### src/rtl/tmo_pkg.sv
package tmo_pkg;
  localparam int MODE_W = 3;

  typedef enum logic [MODE_W-1:0] {
    MD_TOGGLE    = 3'd0,
    MD_DUTY8     = 3'd1,
    MD_DUTY12    = 3'd2,
    MD_BURST_TOG = 3'd3,
    MD_BURST_SER = 3'd4,
    MD_BIPHASE   = 3'd5,
    MD_MANCH     = 3'd6,
    MD_RSVD      = 3'd7
  } tmo_mode_e;

  typedef enum logic {
    ENC_BIPHASE = 1'b0,
    ENC_MANCH   = 1'b1
  } tmo_enc_e;
endpackage

### src/rtl/tmo_runctl.sv
module tmo_runctl (
  input  logic clk,
  input  logic rst,
  input  logic sr_stop,
  input  logic cmp1_evt,
  output logic run_q,
  output logic load,
  output logic adv
);
  logic prev_q;
  logic start_evt;
  logic stop_evt;

  always_comb begin
    start_evt = prev_q & ~sr_stop;
    stop_evt  = (~prev_q & sr_stop) | cmp1_evt;
    load      = start_evt & ~stop_evt;
    adv       = run_q & ~stop_evt;
  end

  always_ff @(posedge clk) begin
    if (rst) begin
      prev_q <= 1'b1;
      run_q  <= 1'b0;
    end else begin
      prev_q <= sr_stop;
      if (stop_evt)       run_q <= 1'b0;
      else if (start_evt) run_q <= 1'b1;
    end
  end


  stop_wins_chk: assert property (@(posedge clk) disable iff (rst)
    cmp1_evt |=> !run_q);


  start_run_chk: assert property (@(posedge clk) disable iff (rst)
    ($fell(sr_stop) && !cmp1_evt) |=> run_q);
endmodule

### src/rtl/tmo_wave.sv
module tmo_wave
  import tmo_pkg::*;
(
  input  logic      clk,
  input  logic      rst,
  input  logic      load,
  input  logic      adv,
  input  logic      idle,
  input  tmo_mode_e mode,
  input  logic      cmp8_evt,
  input  logic      cmp12_evt,
  input  logic      ovf_evt,
  output logic      tog_q,
  output logic      duty_q
);
  logic clr_evt;

  always_comb clr_evt = (mode == MD_DUTY12) ? cmp12_evt : cmp8_evt;

  always_ff @(posedge clk) begin
    if (rst) begin
      tog_q  <= 1'b0;
      duty_q <= 1'b0;
    end else if (load) begin
      tog_q  <= idle;
      duty_q <= idle;
    end else if (adv) begin
      if (cmp8_evt) tog_q <= ~tog_q;
      if (clr_evt)      duty_q <= 1'b0;
      else if (ovf_evt) duty_q <= 1'b1;
    end
  end


  toggle_flip_chk: assert property (@(posedge clk) disable iff (rst)
    (adv && !load && cmp8_evt) |=> (tog_q != $past(tog_q)));


  duty_clear_chk: assert property (@(posedge clk) disable iff (rst)
    (adv && !load && mode == MD_DUTY8 && cmp8_evt) |=> !duty_q);
endmodule

### src/rtl/tmo_line_enc.sv
module tmo_line_enc
  import tmo_pkg::*;
#(
  parameter tmo_enc_e KIND = ENC_MANCH
) (
  input  logic clk,
  input  logic rst,
  input  logic load,
  input  logic adv,
  input  logic idle,
  input  logic bit_start,
  input  logic mid,
  input  logic ser_data,
  output logic line_q
);
  logic bit_q;

  always_ff @(posedge clk) begin
    if (rst)                    bit_q <= 1'b0;
    else if (load)              bit_q <= 1'b0;
    else if (adv && bit_start)  bit_q <= ser_data;
  end

  generate
    if (KIND == ENC_MANCH) begin : g_manch
      always_ff @(posedge clk) begin
        if (rst)       line_q <= 1'b0;
        else if (load) line_q <= idle;
        else if (adv) begin
          if (bit_start) line_q <= ser_data;
          else if (mid)  line_q <= ~bit_q;
        end
      end


      manch_mid_chk: assert property (@(posedge clk) disable iff (rst)
        (adv && !load && mid && !bit_start) |=> (line_q == !$past(bit_q)));
    end else begin : g_biphase
      always_ff @(posedge clk) begin
        if (rst)       line_q <= 1'b0;
        else if (load) line_q <= idle;
        else if (adv) begin
          if (bit_start)        line_q <= ~line_q;
          else if (mid && bit_q) line_q <= ~line_q;
        end
      end


      biphase_edge_chk: assert property (@(posedge clk) disable iff (rst)
        (adv && !load && bit_start) |=> (line_q != $past(line_q)));
    end
  endgenerate
endmodule

### src/rtl/tmr_out_modulator.sv
module tmr_out_modulator
  import tmo_pkg::*;
(
  input  logic              clk,
  input  logic              rst,
  input  logic [MODE_W-1:0] cfg_mode,
  input  logic              cfg_idle,
  input  logic              cfg_mask,
  input  logic              cfg_invert,
  input  logic              sr_stop,
  input  logic              cmp1_evt,
  input  logic              cmp8_evt,
  input  logic              cmp12_evt,
  input  logic              ovf_evt,
  input  logic              dcg_in,
  input  logic              ser_data,
  input  logic              ser_bit_start,
  input  logic              ser_mid,
  output logic              tmr_out
);
  tmo_mode_e mode;
  logic run_q, load, adv;
  logic tog_q, duty_q, man_q, bph_q;
  logic mod_lvl;

  always_comb mode = tmo_mode_e'(cfg_mode);

  tmo_runctl i_run (
    .clk(clk), .rst(rst), .sr_stop(sr_stop), .cmp1_evt(cmp1_evt),
    .run_q(run_q), .load(load), .adv(adv)
  );

  tmo_wave i_wave (
    .clk(clk), .rst(rst), .load(load), .adv(adv), .idle(cfg_idle),
    .mode(mode), .cmp8_evt(cmp8_evt), .cmp12_evt(cmp12_evt),
    .ovf_evt(ovf_evt), .tog_q(tog_q), .duty_q(duty_q)
  );

  tmo_line_enc #(.KIND(ENC_MANCH)) i_manch (
    .clk(clk), .rst(rst), .load(load), .adv(adv), .idle(cfg_idle),
    .bit_start(ser_bit_start), .mid(ser_mid), .ser_data(ser_data),
    .line_q(man_q)
  );

  tmo_line_enc #(.KIND(ENC_BIPHASE)) i_biphase (
    .clk(clk), .rst(rst), .load(load), .adv(adv), .idle(cfg_idle),
    .bit_start(ser_bit_start), .mid(ser_mid), .ser_data(ser_data),
    .line_q(bph_q)
  );

  always_comb begin
    case (mode)
      MD_TOGGLE:    mod_lvl = tog_q;
      MD_DUTY8:     mod_lvl = duty_q;
      MD_DUTY12:    mod_lvl = duty_q;
      MD_BURST_TOG: mod_lvl = dcg_in & tog_q;
      MD_BURST_SER: mod_lvl = dcg_in & ser_data;
      MD_BIPHASE:   mod_lvl = bph_q;
      MD_MANCH:     mod_lvl = man_q;
      default:      mod_lvl = cfg_idle;
    endcase
  end

  always_ff @(posedge clk) begin
    if (rst) tmr_out <= 1'b0;
    else     tmr_out <= ((cfg_mask | ~run_q) ? cfg_idle : mod_lvl) ^ cfg_invert;
  end


  mask_idle_chk: assert property (@(posedge clk) disable iff (rst)
    cfg_mask |=> (tmr_out == $past(cfg_idle ^ cfg_invert)));


  stopped_idle_chk: assert property (@(posedge clk) disable iff (rst)
    !run_q |=> (tmr_out == $past(cfg_idle ^ cfg_invert)));


  rsvd_idle_chk: assert property (@(posedge clk) disable iff (rst)
    (cfg_mode == 3'd7) |=> (tmr_out == $past(cfg_idle ^ cfg_invert)));


  burst_gate_chk: assert property (@(posedge clk) disable iff (rst)
    (run_q && !cfg_mask && cfg_mode == 3'd3 && !dcg_in) |=> (tmr_out == $past(cfg_invert)));
endmodule

### config.mk
export PLATFORM = sky130hd
export DESIGN_NAME = tmr_out_modulator
export DESIGN_NICKNAME = d
export VERILOG_FILES = /design/src/rtl/tmo_pkg.sv /design/src/rtl/tmo_runctl.sv /design/src/rtl/tmo_wave.sv /design/src/rtl/tmo_line_enc.sv /design/src/rtl/tmr_out_modulator.sv
export SDC_FILE = /design/constraint.sdc
export NUM_CORES = 1
export LEC_CHECK = 0
export BUFFER_PORTS_ARGS = -buffer_cell sky130_fd_sc_hd__buf_2
export CAP_MARGIN = 25
export CORE_MARGIN = 3
export CORE_UTILIZATION = 45
export CTS_CLUSTER_DIAMETER = 60
export DETAILED_ROUTE_END_ITERATION = 8
export GPL_TIMING_DRIVEN = 0
export PLACE_DENSITY = 0.71
export SETUP_SLACK_MARGIN = 0.1
export SLEW_MARGIN = 20
export SYNTH_ARGS = -nofsm -noshare
export SYNTH_HDL_FRONTEND = slang
export SYNTH_SLANG_ARGS = --single-unit
### constraint.sdc
create_clock -name clk -period 2.99 [get_ports clk]
set_input_delay 0.1495 -clock clk [delete_from_list [all_inputs] [get_ports clk]]
set_output_delay 0.1495 -clock clk [all_outputs]
set_load 0.02 [all_outputs]
==> results of run 1 <==
[registers in the layout, summed over array words and instances (netlist names)]
name	count
i_biphase.bit_q	1
i_biphase.line_q	1
i_manch.line_q	1
i_run.prev_q	1
i_run.run_q	1
i_wave.duty_q	1
i_wave.tog_q	1
tmr_out	1
[routing by layer]
metal | global-route usage (%) | share of wire (%)
met5 | 0 | 0
met4 | 4.969 | 0.83
met3 | 4.237 | 7.8
met2 | 23.95 | 45
met1 | 19.90 | 46
[stage by stage]
step	utilization, %	area (µm²)
2_1_floorplan	-	611.8
3_3_place_gp	58.97	699.4
3_5_place_dp	58.97	699.4
4_1_cts	60.87	721.9
5_1_grt	60.87	721.9
6_report	60.87	721.9
[worst paths after layout]
check	from	end	slack [ns]	depth (start not counted)
worst max-delay path	i_run.prev_q	i_wave.duty_q	1.45	4
worst min-delay path	cmp1_evt	i_run.run_q	0.11	2
worst max register to register	i_run.prev_q	i_wave.duty_q	1.45	4
worst min register to register	i_manch.line_q	i_manch.line_q	0.47	2
[logic make-up after synthesis]
family	Yosys count	share of synthesized area (%)
flops	8	26.18
mux	1	1.636
simple gates	32	38.65
xor+xnor	2	2.864
compound gates	15	22.70
buf+inv	7	7.974
[synth_stat cells (all sizes together)]
cell     count  area, µm²
or4b         1      13.76
mux2i        1      10.01
a221oi       1      15.01
nor4         1      6.260
inv          3      11.26
a211oi       4      40.03
o2bb2ai      1      8.760
or3          2      12.51
nand3        1      5.000
nand4        1      6.260
nand3b       2      15.01
nor3         5      25.02
nand4b       2      17.52
nand4bb      1      11.26
and3         2      17.52
o22ai        1      6.260
nor3b        3      33.78
xnor2        1      8.760
buf          3      33.78
o211ai       1      7.510
o21a         2      15.01
clkbuf       1      3.750
a2111oi      2      23.77
nor2b        1      6.260
or3b         2      17.52
and4bb       1      12.51
xor2         1      8.760
nand2b       3      18.77
a21oi        1      5.000
nor2         3      11.26
a211o        1      8.760
o311ai       1      8.760
or2          1      6.260
dfxtp        8      160.2
[where the power goes]
part           switching [mW]  internal [mW]
clock network          0.0401         0.0462
logic                  0.0328         0.0319
registers             0.00349          0.113
total                  0.0763          0.191
[area by class of cell]
cell class / count / area (µm²) / share of cell area (%)
Inverter: 3 / 11.26 / 1.560
Timing Repair Buffer: 14 / 70.07 / 9.705
Buffer: 4 / 37.54 / 5.199
Clock buffer: 3 / 22.52 / 3.120
Tap cell: 14 / 17.52 / 2.426
Sequential cell: 8 / 160.2 / 22.18
Multi-Input combinational cell: 50 / 402.9 / 55.81
==> results.md, run 1 <==
- Cells after DPL: 93
- RSZ-0062 raised after global routing: no
- Max rail drop VDD: 0.2484 mV
- Die area: 1838 µm²
- Synth cell types: 39
- Hold Path Class: in2reg
- Vias in the first global route: approximately 500
- N_diodes: 0
- Total power per unit cell area: 370.5 nW/µm²
- Global-route wire length before repair: 2187 µm
- Post-layout min period: approximately 1.5 ns
- Post-Syn Instances: 65
- Worst-Skew Late Latency: between 0.2 and 0.3 ns
- Synthesized Nets: between 80 and 90
- IO Port Bufs: 14
- Initial antenna violation count: 0
- Fillers: 117
- Resized cells post-CTS: 0
- Fmax: about 0.65 GHz
- Max_slew headroom: around 59%
- Ys Warns: 0
- WP data arrival: approximately 1.7 ns
- Final #Nets: between 100 and 150
- Die Wd: about 43 µm
- Commonest non-fill, non-tap cells in the layout: 14 x buf_2, 8 x dfxtp_1, 5 x nor3_1
- Tot Pwr: roughly 270 µW
- Starting Density: approximately half
- GR Overflow Total: 0
- Dpl hpwl: approximately 1000 µm
- Clk root buf: clkbuf_4
- Setup WS pre-CTS: around 1.5 ns
- Hold slack: ~0.11 ns
- CP max FO: 6
- Max Buffers Root-to-Sink: 2
- Io pins: 18
- Fin. max-slew vios: 0
- GRT Total Usage: 15.28%
- Wirelength, routed: approximately 1300 µm
- Worst stage delay on the critical path: a little under 0.6 ns
- Core ar.: approximately 1200 µm²
- Worst Tran Pin Value: between 0.5 and 0.6 ns
- Startpoint class of the critical path: flop
- Critical path's slowest cell: a2111oi_0
- Synthesis-to-finish area growth: 18.00%
- Routed wire per std cell: 13.76 µm
- Hold-fix buffers, CTS: 0
- Most common cell after layout, fill and taps aside: buf_2
- Static leakage: 0.2676 nW
- WP data required: 3.11 ns
- Largest net degree at the start of global routing: 11
- Via-to-Cell Ratio: just under 6
- Sequential area share after synthesis: about a quarter
- DRC Markers: 0
- Worst-path clk slew: 0.06 ns
- 1st-iter DRT viols: 9
- Rows: 12
- # clock sinks: 8
- H-tree depth: 1
- Via count: approximately 560
- Final GP Congestion: 0.7430
- Period utilization: between 50% and 60%
- CP bufs+invs: 0
- Layout cell share with drive strength beyond 1: a little over a third
- Run status: finished clean
- Fin Clk Skew: ~0.0046 ns
- Antenna viol nets, final: 0
- Setup TNS: 0 ns
- Max-cap violations: 0
- Crit-path cells: nor3b_4 -> a211oi_2 -> a2111oi_0 -> a211oi_2
- PnR worst setup slack: 1.452 ns
- Mapped Avg Cell Area: between 9 and 10 µm²
- CTS tree: built
- Fin cells: 96
- Synth Register Bits: 8
- Fin. Hold Viols: 0
- Die Y: 42.88 µm
- CTS buffer count: 3
- Most frequent CP cell: a211oi_2
- Mapped cell area: 611.8 µm²
- # Post-CTS Setup Buffers: 0
- Initial DRT Pass Iterations: 4
- Kind of critical path: reg2reg
- CP delay by family, top: compound AO/OA/AOI/OAI gates
- Worst setup EP type: flop
- Final setup fails: 0
Note: power is estimated with default switching activity, not from simulation.
==> run 2: changes to the inputs <==
ABC_AREA = 1   (was unset)
CORE_AREA = 3 3 40 42   (was unset)
CORE_MARGIN = unset   (was 3)
CORE_UTILIZATION = unset   (was 45)
DIE_AREA = 0 0 43 45   (was unset)
PLACE_DENSITY = 0.65   (was 0.71)
clock period = 1.55 ns   (was 2.99 ns; I/O delays follow)
==> run 2 against run 1 <==
Against the previous run:
- critical path type unchanged
- total power rose by 81%
- register-to-register slack got worse by 0.99 ns
- worst setup slack worse by 0.99 ns
==> results.md, run 2 <==
- Run status: finished clean (unchanged)
- Post-route cell area: 653.1 µm² (was 721.9 µm²)
- Synth Flop Type: dfxtp_1 (unchanged)
- Sw Ratio: 27.87% (was 28.54%)
- Max layer used: met4 (unchanged)
- Post-layout min period: 1.083 ns (was 1.538 ns)
- Initial DRT Pass Iterations: 4 (unchanged)
- Synthesis-to-finish area growth: 23.99% (was 18.00%)
- CTS buffer count: 3 (unchanged)
- Startpoint class of the critical path: flop (unchanged)
- Sequential Power Share: 46.6% (was 43.6%)
- Pint: 349.9 µW (was 191.2 µW)
- DR WL met3: 74 µm (was 103 µm)
- Crit-path cells: nand3_4 -> clkinv_2 -> nand2_1 -> o21ai_0 -> o21ai_1 -> a21oi_1 (was nor3b_4 -> a211oi_2 -> a2111oi_0 -> a211oi_2)
- GRT Total Usage: 13.34% (was 15.28%)
- WP data required: 1.69 ns (was 3.11 ns)
- Most common cell after layout, fill and taps aside: nand2_1 (was buf_2)
- Io pins: 18 (unchanged)
- Clock power share: 31.9% (was 32.2%)
- Static leakage: 0.3633 nW (was 0.2676 nW)
- Max-cap violations: 0 (unchanged)
- Antenna viol nets, final: 0 (unchanged)
- Setup WS pre-CTS: 0.4677 ns (was 1.456 ns)
- Routed wire per std cell: 9.748 µm (was 13.76 µm)
- H-tree depth: 1 (unchanged)
- Worst Tran Pin Value: 0.2483 ns (was 0.5932 ns)
- Worst-path clk slew: 0.05 ns (was 0.06 ns)
- IO Port Bufs: 17 (was 14)
- # clock sinks: 8 (unchanged)
- # Post-CTS Setup Buffers: 0 (unchanged)
- Initial antenna violation count: 0 (unchanged)
- Dominant cells by area after synthesis: dfxtp_1 30%, nand2_1 15%, inv_1 11% (was dfxtp_1 26%, buf_6 5.5%, a211oi_2 4.1%)
- Total power per unit cell area: 742.7 nW/µm² (was 370.5 nW/µm²)
- Mapped cell area: 526.8 µm² (was 611.8 µm²)
- Max rail drop VDD: 0.3699 mV (was 0.2484 mV)
- Worst setup EP type: flop (unchanged)
- Global-route wire length before repair: 1904 µm (was 2187 µm)
- Fin. max-slew vios: 0 (unchanged)
- Fin Clk Skew: 0.004017 ns (was 0.004637 ns)
- Synthesized Nets: 101 (was 82)
- Met1 WL: 549 µm (was 612 µm)
- Biggest area consumer among synthesized cells: dfxtp_1 (unchanged)
- Most frequent cells after synthesis: 21 x nand2_1, 16 x inv_1, 10 x nand3_1, 8 x dfxtp_1, 5 x a21oi_1 (was 8 x dfxtp_1, 5 x nor3_1)
- Worst stage delay on the critical path: 0.33 ns (was 0.58 ns)
- Starting Density: 40.99% (was 51.58%)
- Die Wd: 43 µm (was 42.88 µm)
- 1st-iter DRT viols: 5 (was 9)
- Fin util: 50.83% (was 60.87%)
- CP delay by family, top: flip-flops (was compound AO/OA/AOI/OAI gates)
- Synth cell types: 17 (was 39)
- RSZ-0062 raised after global routing: no (unchanged)
- Kind of critical path: reg2reg (unchanged)
- Hold-fix buffers, CTS: 0 (unchanged)
- PnR worst setup slack: 0.4673 ns (was 1.452 ns)
- Sequential area share after synthesis: 30.40% (was 26.18%)
- Dpl hpwl: 973.8 µm (was 1048 µm)
- Post-Syn Instances: 84 (was 65)
- CP bufs+invs: 1 (was 0)
- Largest net degree at the start of global routing: 8 (was 11)
- Vias in the first global route: 459 (was 504)
- Setup TNS: 0 ns (unchanged)
- Period utilization: 69.85% (was 51.42%)
- Combinational share of power: 21.5% (was 24.2%)
- Synth Register Bits: 8 (unchanged)
- Max_slew headroom: 83.27% (was 59.43%)
- DRC Markers: 0 (unchanged)
- Met2 WL: 527 µm (was 594 µm)
- Final #Nets: 123 (was 101)
- Die Y: 45 µm (was 42.88 µm)
- Fin. Hold Viols: 0 (unchanged)
- Rows: 13 (was 12)
- Hold Path Class: in2reg (unchanged)
- Via-to-Cell Ratio: 4.706 (was 5.865)
- CP max FO: 7 (was 6)
- Core ar.: 1285 µm² (was 1186 µm²)
- Commonest non-fill, non-tap cells in the layout: 21 x nand2_1, 17 x buf_2, 16 x inv_1 (was 14 x buf_2, 8 x dfxtp_1, 5 x nor3_1)
- Mapped Avg Cell Area: 6.271 µm² (was 9.413 µm²)
- GR Overflow Total: 0 (unchanged)
- Top-count cell post-synth: nand2_1 (was dfxtp_1)
- N_diodes: 0 (unchanged)
- Clk root buf: clkbuf_4 (unchanged)
- Resized cells post-CTS: 0 (unchanged)
- WP data arrival: 1.22 ns (was 1.66 ns)
- Layout cell share with drive strength beyond 1: 27.88% (was 36.59%)
- Via count: 560 (was 563)
- Die area: 1935 µm² (was 1838 µm²)
- Async SR Flop Fraction: 0% (unchanged)
- Yosys top cell area share: 30.40% (was 26.18%)
- CTS tree: built (unchanged)
- Max Buffers Root-to-Sink: 2 (unchanged)
- Wirelength, routed: 1160 µm (was 1321 µm)
- Placed Area: 630.6 µm² (was 699.4 µm²)
- Ys Warns: 0 (unchanged)
- Final setup fails: 0 (unchanged)
- Post-synth EDFFs: 0 (unchanged)
- Final GP Congestion: 0.8279 (was 0.7430)
- Critical path's slowest cell: dfxtp_1 (was a2111oi_0)
- Psw: 135.2 µW (was 76.33 µW)
- Fmax: 0.9236 GHz (was 0.6504 GHz)
- Worst-Skew Late Latency: 0.25 ns (was 0.26 ns)
run 2: kinds of logic (layout without fill, tap and decap cells):
| kind of cell | count (synthesis) | after routing | synth area share, % |
|---|---|---|---|
| compound gates | 14 | 14 | 14.49 |
| flops | 8 | 8 | 30.40 |
| buf+inv | 19 | 39 | 14.01 |
| simple gates | 43 | 43 | 41.09 |
run 2: through the flow:
stage / cells / hold slack (ns) / total power [mW]
after floorplan: 84 / 0.1466 / 0.2934
after global placement: 116 / 0.3058 / 0.3330
after detailed placement: 116 / 0.3086 / 0.3346
after CTS: 119 / 0.04998 / 0.4895
after global routing: 119 / 0.04732 / 0.5173
final: 119 / 0.05129 / 0.4851
run 2: final timing paths:
path	from	endpoint	slack [ns]	cells after the start
hold reg to reg	i_wave.duty_q	i_wave.duty_q	0.44	2
setup / recovery	i_run.prev_q	i_biphase.line_q	0.47	6
hold / removal	rst	i_run.run_q	0.05	2
setup reg to reg	i_run.prev_q	i_biphase.line_q	0.47	6
run 2: cell type report:
| type | instances | area [µm²] |
|---|---|---|
| clock buffers | 3 | 22.52 |
| well taps | 15 | 18.77 |
| repair buffers | 17 | 85.08 |
| flip-flops and latches | 8 | 160.2 |
| fillers | 149 | 631.9 |
| multi-input cells | 57 | 292.8 |
| inverters | 19 | 73.82 |
run 2: per-layer routing:
layer  GRT usage (%)  up-vias
met5               0        -
met4           7.229        0
met3           3.187        2
met2           20.36       14
met1           17.43      233
li1                -      311
run 2: power groups by stage:
stage,logic (mW),clock network (mW),registers [mW]
3_3_place_gp,0.103,0,0.230
6_report,0.105,0.155,0.226
3_5_place_dp,0.104,0,0.230
4_1_cts,0.106,0.158,0.226
5_1_grt,0.121,0.169,0.227
2_1_floorplan,0.0621,0,0.231
